<file path="config.mk">
export PLATFORM = sky130hd
export DESIGN_NAME = i2cByteShifter
export DESIGN_NICKNAME = d
export VERILOG_FILES = /design/src/rtl/i2cShiftPkg.sv /design/src/rtl/i2cShiftCtrl.sv /design/src/rtl/i2cShiftData.sv /design/src/rtl/i2cByteShifter.sv
export SDC_FILE = /design/constraint.sdc
export NUM_CORES = 1
export LEC_CHECK = 0
export ABC_CLOCK_PERIOD_IN_PS = 2250
export BUFFER_PORTS_ARGS = -buffer_cell sky130_fd_sc_hd__buf_4
export CAP_MARGIN = 20
export CORE_MARGIN = 2
export CORE_UTILIZATION = 40
export DETAILED_ROUTE_END_ITERATION = 10
export PLACE_DENSITY = 0.72
export SYNTH_ARGS = -nofsm -noshare
export SYNTH_HDL_FRONTEND = slang
export SYNTH_HIERARCHICAL = 1
export SYNTH_SLANG_ARGS = --single-unit
</file>
<file path="constraint.sdc">
create_clock -name clk -period 2.25 [get_ports clk]
set_input_delay 0.675 -clock clk [delete_from_list [all_inputs] [get_ports clk]]
set_output_delay 0.675 -clock clk [all_outputs]
set_load 0.03 [all_outputs]
</file>
<file path="src/rtl/i2cShiftPkg.sv">
package i2cShiftPkg;

  typedef enum logic [2:0] {
    ST_IDLE,
    ST_LOW,
    ST_HIGH,
    ST_ACK_LOW,
    ST_ACK_HIGH
  } busPhase_e;

  // strobes and levels passed from control to datapath
  typedef struct packed {
    logic load;
    logic sampleBit;
    logic shiftBit;
    logic sampleAck;
    logic dataPhase;
    logic ackPhase;
    logic rxMode;
  } shiftCtrl_t;

endpackage

</file>
<file path="src/rtl/i2cShiftCtrl.sv">
module i2cShiftCtrl
  import i2cShiftPkg::*;
#(
  parameter int DATA_W = 8,
  parameter int CNT_W  = 3
) (
  input  logic             clk,
  input  logic             rstN,
  input  logic             startFrame,
  input  logic             isRx,
  input  logic [CNT_W-1:0] bitCountSel,
  input  logic             addrFrame,
  input  logic             ackEnable,
  input  logic             phaseTick,
  output shiftCtrl_t       ctrl,
  output logic             sclDriveLow,
  output logic             done
);

  localparam int LEFT_W = $clog2(DATA_W + 1);

  busPhase_e         state;
  logic [LEFT_W-1:0] bitsLeft;
  logic [LEFT_W-1:0] reqBits;
  logic              rxModeQ;
  logic              ackOn;
  logic              sclHeld;
  logic              lastBit;

  // zero selects a full-width frame; address frames are always full width
  always_comb begin
    if (addrFrame || (bitCountSel == '0)) reqBits = LEFT_W'(DATA_W);
    else                                  reqBits = LEFT_W'(bitCountSel);
  end

  assign lastBit = (bitsLeft == LEFT_W'(1));

  always_ff @(posedge clk) begin
    if (!rstN) begin
      state    <= ST_IDLE;
      bitsLeft <= '0;
      rxModeQ  <= 1'b0;
      ackOn    <= 1'b0;
      sclHeld  <= 1'b0;
      done     <= 1'b0;
    end else begin
      done <= 1'b0;
      case (state)
        ST_IDLE: begin
          if (startFrame) begin
            state    <= ST_LOW;
            bitsLeft <= reqBits;
            rxModeQ  <= isRx;
            ackOn    <= ackEnable;
          end
        end
        ST_LOW: begin
          if (phaseTick) state <= ST_HIGH;
        end
        ST_HIGH: begin
          if (phaseTick) begin
            if (lastBit) begin
              if (ackOn) begin
                state <= ST_ACK_LOW;
              end else begin
                state   <= ST_IDLE;
                done    <= 1'b1;
                sclHeld <= 1'b1;
              end
            end else begin
              bitsLeft <= bitsLeft - LEFT_W'(1);
              state    <= ST_LOW;
            end
          end
        end
        ST_ACK_LOW: begin
          if (phaseTick) state <= ST_ACK_HIGH;
        end
        ST_ACK_HIGH: begin
          if (phaseTick) begin
            state   <= ST_IDLE;
            done    <= 1'b1;
            sclHeld <= 1'b1;
          end
        end
        default: state <= ST_IDLE;
      endcase
    end
  end

  always_comb begin
    case (state)
      ST_LOW, ST_ACK_LOW:   sclDriveLow = 1'b1;
      ST_HIGH, ST_ACK_HIGH: sclDriveLow = 1'b0;
      default:              sclDriveLow = sclHeld;
    endcase
  end

  always_comb begin
    ctrl.load      = (state == ST_IDLE) && startFrame;
    ctrl.sampleBit = (state == ST_LOW) && phaseTick;
    ctrl.shiftBit  = (state == ST_HIGH) && phaseTick;
    ctrl.sampleAck = (state == ST_ACK_LOW) && phaseTick;
    ctrl.dataPhase = (state == ST_LOW) || (state == ST_HIGH);
    ctrl.ackPhase  = (state == ST_ACK_LOW) || (state == ST_ACK_HIGH);
    ctrl.rxMode    = rxModeQ;
  end

endmodule

</file>
<file path="src/rtl/i2cShiftData.sv">
module i2cShiftData
  import i2cShiftPkg::*;
#(
  parameter int DATA_W = 8
) (
  input  logic              clk,
  input  logic              rstN,
  input  shiftCtrl_t        ctrl,
  input  logic [DATA_W-1:0] txByte,
  input  logic              sdaIn,
  output logic              sdaDriveLow,
  output logic [DATA_W-1:0] rxByte,
  output logic              ackBit
);

  logic [DATA_W-1:0] txShift;
  logic [DATA_W-1:0] rxShift;
  logic              ackQ;

  always_ff @(posedge clk) begin
    if (!rstN) begin
      txShift <= '0;
      rxShift <= '0;
      ackQ    <= 1'b1;
    end else begin
      if (ctrl.load) begin
        txShift <= txByte;
        rxShift <= '0;
        ackQ    <= 1'b1;
      end else begin
        if (ctrl.shiftBit)  txShift <= {txShift[DATA_W-2:0], 1'b0};
        if (ctrl.sampleBit) rxShift <= {rxShift[DATA_W-2:0], sdaIn};
        if (ctrl.sampleAck) ackQ    <= sdaIn;
      end
    end
  end

  // transmit pulls low for a zero bit; receive pulls low on the ack clock
  assign sdaDriveLow = (ctrl.dataPhase && !ctrl.rxMode && !txShift[DATA_W-1]) ||
                       (ctrl.ackPhase && ctrl.rxMode);
  assign rxByte = rxShift;
  assign ackBit = ackQ;

endmodule

</file>
<file path="src/rtl/i2cByteShifter.sv">
module i2cByteShifter
  import i2cShiftPkg::*;
#(
  parameter int DATA_W = 8,
  parameter int CNT_W  = 3
) (
  input  logic              clk,
  input  logic              rstN,
  input  logic              startFrame,
  input  logic              isRx,
  input  logic [CNT_W-1:0]  bitCountSel,
  input  logic              addrFrame,
  input  logic              ackEnable,
  input  logic [DATA_W-1:0] txByte,
  input  logic              sdaIn,
  input  logic              phaseTick,
  output logic              sclDriveLow,
  output logic              sdaDriveLow,
  output logic [DATA_W-1:0] rxByte,
  output logic              ackBit,
  output logic              done
);

  shiftCtrl_t ctrlBus;

  i2cShiftCtrl #(.DATA_W(DATA_W), .CNT_W(CNT_W)) u_ctrl (
    .clk(clk), .rstN(rstN), .startFrame(startFrame), .isRx(isRx),
    .bitCountSel(bitCountSel), .addrFrame(addrFrame), .ackEnable(ackEnable),
    .phaseTick(phaseTick), .ctrl(ctrlBus), .sclDriveLow(sclDriveLow), .done(done)
  );

  i2cShiftData #(.DATA_W(DATA_W)) u_data (
    .clk(clk), .rstN(rstN), .ctrl(ctrlBus), .txByte(txByte), .sdaIn(sdaIn),
    .sdaDriveLow(sdaDriveLow), .rxByte(rxByte), .ackBit(ackBit)
  );

endmodule

</file>
## Word-level counts from Yosys, hierarchy flattened

Cells that the tools add are included.

- Flip-flop bits (word level): 28
- Bits in latches: 0
- Bits in writable memories: 0
- Bits in read-only memories: 0
- Logic and storage cells: 75
- Memories: 0

- Add/subtract/negate cells: 1
- Multiply operators: 0
- Div/mod/pow operators: 0
- $lt $le $gt $ge: 0
- Equality and inequality tests: 13
- Shifts and indexed selects: 0
- Muxes and demuxes: 26
- Bitwise logic cells: 1
- Reductions and logical operators: 25

Operator list:

| kind | count |
|---|---|
| $mux W4 | 4 |
| $mux W8 | 2 |
| $mux W3 | 5 |
| $pmux W3 S5 | 1 |
| $ne A2 B2 Y1 const B | 7 |
| $reduce_and A5 Y1 | 2 |
| $mux W1 | 8 |
| $pmux W4 S2 | 1 |
| $logic_and A1 B1 Y1 | 7 |
| $eq A3 B2 Y1 const B | 2 |
| $logic_not A3 Y1 | 2 |
| $pmux W1 S2 | 3 |
| $reduce_bool A2 Y1 | 3 |
| $reduce_or A2 Y1 | 3 |
| $eq A4 B1 Y1 const B | 1 |
| $logic_or A1 B1 Y1 | 4 |
| $mux W2 | 2 |
| $reduce_and A4 Y1 | 1 |
| $sub A4 B1 Y4 const B | 1 |
| $eq A3 B1 Y1 const B | 1 |
| $eq A3 B3 Y1 const B | 1 |
| $logic_not A1 Y1 | 2 |
| $ne A2 B1 Y1 const B | 1 |
| $reduce_and A2 Y1 | 1 |
| $not A1 Y1 | 1 |

## Logic depth before layout (Yosys ltp)

- Word-level depth: 5
- Depth in mapped cells: 6

## Hierarchy

Netlist, hierarchy kept.

Modules (own cells, without submodules):

| module | times used | cells each | area each (µm²) | seq. area each (µm²) |
|---|---|---|---|---|
| i2cShiftData | 1 | 68 | 759.5 | 340.3 |
| i2cShiftCtrl | 1 | 81 | 671.9 | 220.2 |

## Worst setup path before layout

Ideal clock, no wire load.

- Kind: reg2out
- From: register u_ctrl.state[1]
- To: output port sdaDriveLow
- Arrival: 1857 ps
- Data required time: 1575 ps
- Setup slack: -282 ps
- Cell stages (with the launch flop): 7
- Path through: dfxtp_1 > clkbuf_1 > buf_1 > xnor2_1 > nor2_1 > nand2b_1 > o21ai_0

RTL lines:

| item | line | source |
|---|---|---|
| start: declaration | i2cShiftCtrl.sv:22 | `busPhase_e state;` |
| start signal: assignment | i2cShiftCtrl.sv:40 | `state <= ST_IDLE;` |
| start signal: assignment | i2cShiftCtrl.sv:51 | `state <= ST_LOW;` |
| start signal: assignment | i2cShiftCtrl.sv:58 | `if (phaseTick) state <= ST_HIGH;` |
| end: declaration | i2cByteShifter.sv:18 | `output logic sdaDriveLow,` |

==> flow_summary.json <==
{
  "grt_pass1_wl_um": 5090,
  "fin_cells": 222,
  "clk-insertion-delay-late_ns": 0.32,
  "yosys_warnings": 6,
  "reg2reg_slack_ns": 0.29,
  "worstSetupPathType": "register to output pin",
  "start_kind": "register",
  "min_period_over_period_pct": 92.7,
  "setup_viol": 0,
  "multiInputGateArea_um2": 795,
  "place_congestion": 0.795,
  "fin_area_mm2": 0.00174,
  "p_leak_uw": 0.000759,
  "viasPerCell": 5.26,
  "avgSynthCellArea_um2": 9.61,
  "met3_length_um": 153,
  "drc": 0,
  "cts.sink_count": 28,
  "required_ns": 1.57,
  "ys_seq_elements": 28,
  "fmax_mhz": 480,
  "post_cts_buffers": 0,
  "whs_path_depth": 1,
  "dr_wl_met2_um": 1540,
  "layout-drive-gt1-share_pct": 29.5,
  "worst_pin_slew_ns": 0.575,
  "n_antenna_cell": 0,
  "cts-buffers-inserted": 3,
  "synth_edf_count": 0,
  "rows": 21,
  "cp_max_fo": 12,
  "drv_cap": 0,
  "first_global_vias": 1177,
  "min_to": "u_ctrl/sclHeld",
  "dp_hpwl_um": 2240,
  "timing.rr.end": "u_ctrl/bitsLeft[3]",
  "synth.top_cell.area_share_pct": 39.2,
  "wl_um": 3080,
  "dieArea_mm2": 0.00407,
  "async_reset_ff_share_pct": 0,
  "syn_area_mm2": 0.00143,
  "yosysTopAreaCell": "dfxtp_1",
  "min_from": "u_ctrl/sclHeld",
  "die_x_um": 63.8,
  "cp_data_arrival_time_ns": 1.41,
  "vias": 1167,
  "end_kind": "output pin",
  "clockRootBuffer": "clkbuf_4",
  "track_usage_pct": 15.8,
  "path_clk_slew_ns": 0.15,
  "ys_seq_area_share_pct": 39.2,
  "grt_overflow_total": 0,
  "dr.pass1.iters": 4,
  "tns_ns": 0,
  "holdWs_ns": 0.480,
  "hold_buffers": 0,
  "reg2reg_depth": 6,
  "netlist_top_cells_area": "dfxtp_1 (39%), mux2_4 (7.3%), mux2i_1 (7.0%), nand2b_1 (5.7%), o211a_1 (4.9%)",
  "netlist_instances": 149,
  "hold_viol_final": 0,
  "synthToLayoutAreaGrowth_pct": 21.9,
  "start_util_pct": 42.2,
  "core_area_mm2": 0.00339,
  "fill_cells": 310,
  "nets": 198,
  "placed_cells": 218,
  "max-vdd-ir-drop_mv": 0.253,
  "hp-class": "register to register",
  "yosysUniqueCellTypes": 39,
  "fin_crit_ns": 2.08,
  "rsz0062_at_grt": "false",
  "synth_commonest_cells": "dfxtp_1 (28), nor2_1 (14), nand2b_1 (13), mux2i_1 (10)",
  "slew_violations": 0,
  "wl_met1_um": 1320,
  "antenna_found_initial": 0,
  "ys.flop_type": "dfxtp_1",
  "synth.most_common_cell": "dfxtp_1",
  "placed_area_mm2": 0.00169,
  "clockBufferDepth": 2,
  "die_h_um": 63.8,
  "syn_nets": 170,
  "r2r-start": "u_ctrl/bitsLeft[1]",
  "cts.htree.levels": 1,
  "regArea_um2": 566,
  "num_io_pins": 31,
  "crit_start": "u_ctrl/state[0]",
  "dr.max_layer_used": "met4",
  "portBuffers": 30,
  "outcome": "finished, final reports clean",
  "grt_max_degree": 18,
  "slew_headroom_pct": 61.5,
  "cellPowerDensity_mw_per_mm2": 639,
  "routedWlPerCell_um": 13.9,
  "cts_tree": "yes",
  "drtIter0Drc": 73,
  "p_total_uw": 1110,
  "skew_ns": 0.00751,
  "drtAntennaViolNets": 0
}
-- through the flow --
step,setup slack (ns),utilization [%]
6_report,0.165,51.5
5_1_grt,0.0113,51.5
4_1_cts,0.00188,51.3
3_5_place_dp,0.325,49.8
3_3_place_gp,0.351,49.8
2_1_floorplan,0.0885,-
-- logic make-up (layout without fill, tap and decap cells) --
| group | count (synthesis) | in the layout | synth area share, % |
|---|---|---|---|
| adders and majority gates | 2 | 2 | 1.75 |
| DFF | 28 | 28 | 39.2 |
| buffers and inverters | 16 | 43 | 5.59 |
| muxes | 17 | 17 | 14.3 |
| AOI/OAI and AO/OA | 33 | 33 | 17.1 |
| and+or+nand+nor | 51 | 51 | 20.8 |
| xor gates and xnor gates | 2 | 2 | 1.22 |
-- routing by layer --
metal | up-vias | GRT usage (%)
li1 | 574 | -
met1 | 548 | 17.7
met2 | 39 | 28.6
met3 | 6 | 2.46
met4 | 0 | 8.15
met5 | - | 0
-- power by group --
group          switching, uW  internal [uW]  leakage, uW
registers               29.6            526     0.000230
clock network            147            180    0.0000279
logic                    112            121     0.000502
-- sequential cells by signal (all words and copies together), names as in the netlist --
name / flops
u_data/rxByte: 8
u_ctrl/ackOn: 1
u_data/ackBit: 1
u_ctrl/state: 3
u_ctrl/sclHeld: 1
u_ctrl/done: 1
u_ctrl/rxModeQ: 1
u_data/txShift: 8
u_ctrl/bitsLeft: 4
-- cell usage in the layout, fill, tap and decap left out, types with 2 or more instances in the layout --
cell type,n
a211o_1,2
a211oi_1,2
a21oi_1,6
a31oi_1,2
buf_4,34
clkbuf_4,3
dfxtp_1,26
ha_1,2
inv_1,5
mux2_4,7
mux2i_1,10
nand2_1,7
nand2b_1,13
nor2_1,14
nor2b_1,3
nor3_1,3
nor3b_1,3
o211a_1,7
o21ai_0,5
xnor2_1,2
-- cell type report --
class | count | area share (%)
well taps | 46 | 3.30
repair buffers | 34 | 14.6
inverters | 5 | 1.08
multi-input cells | 105 | 45.6
flip-flops and latches | 28 | 32.4
clock buffers | 3 | 1.29
clock inverters | 1 | 1.72
-- worst max path at each step --
| stage | to | slack, ns | cells after the start |
|---|---|---|---|
| 2_1_floorplan | sdaDriveLow | 0.09 | 6 |
| 3_3_place_gp | sdaDriveLow | 0.35 | 6 |
| 3_5_place_dp | sdaDriveLow | 0.33 | 6 |
| 4_1_cts | sdaDriveLow | 0.002 | 5 |
| 5_1_grt | sdaDriveLow | 0.01 | 5 |
| 6_report | sdaDriveLow | 0.17 | 6 |
-- what timing repair did --
item | 4_1_cts | 5_1_grt
hold endpoints to repair | 0 | 0
cloned | 0 | 0
setup endpoints to repair | 1 | 1
resized for setup | 1 | 2
-- worst max-delay path, cell delays in order, from the launching register on --
cell and delay [ns]:
dfxtp_4 0.46, nor2b_1 0.19, nand2_1 0.06, o21ai_0 0.07, nand2_1 0.09, o21ai_2 0.06, buf_4 0.16
(Power assumes the default switching activity.)
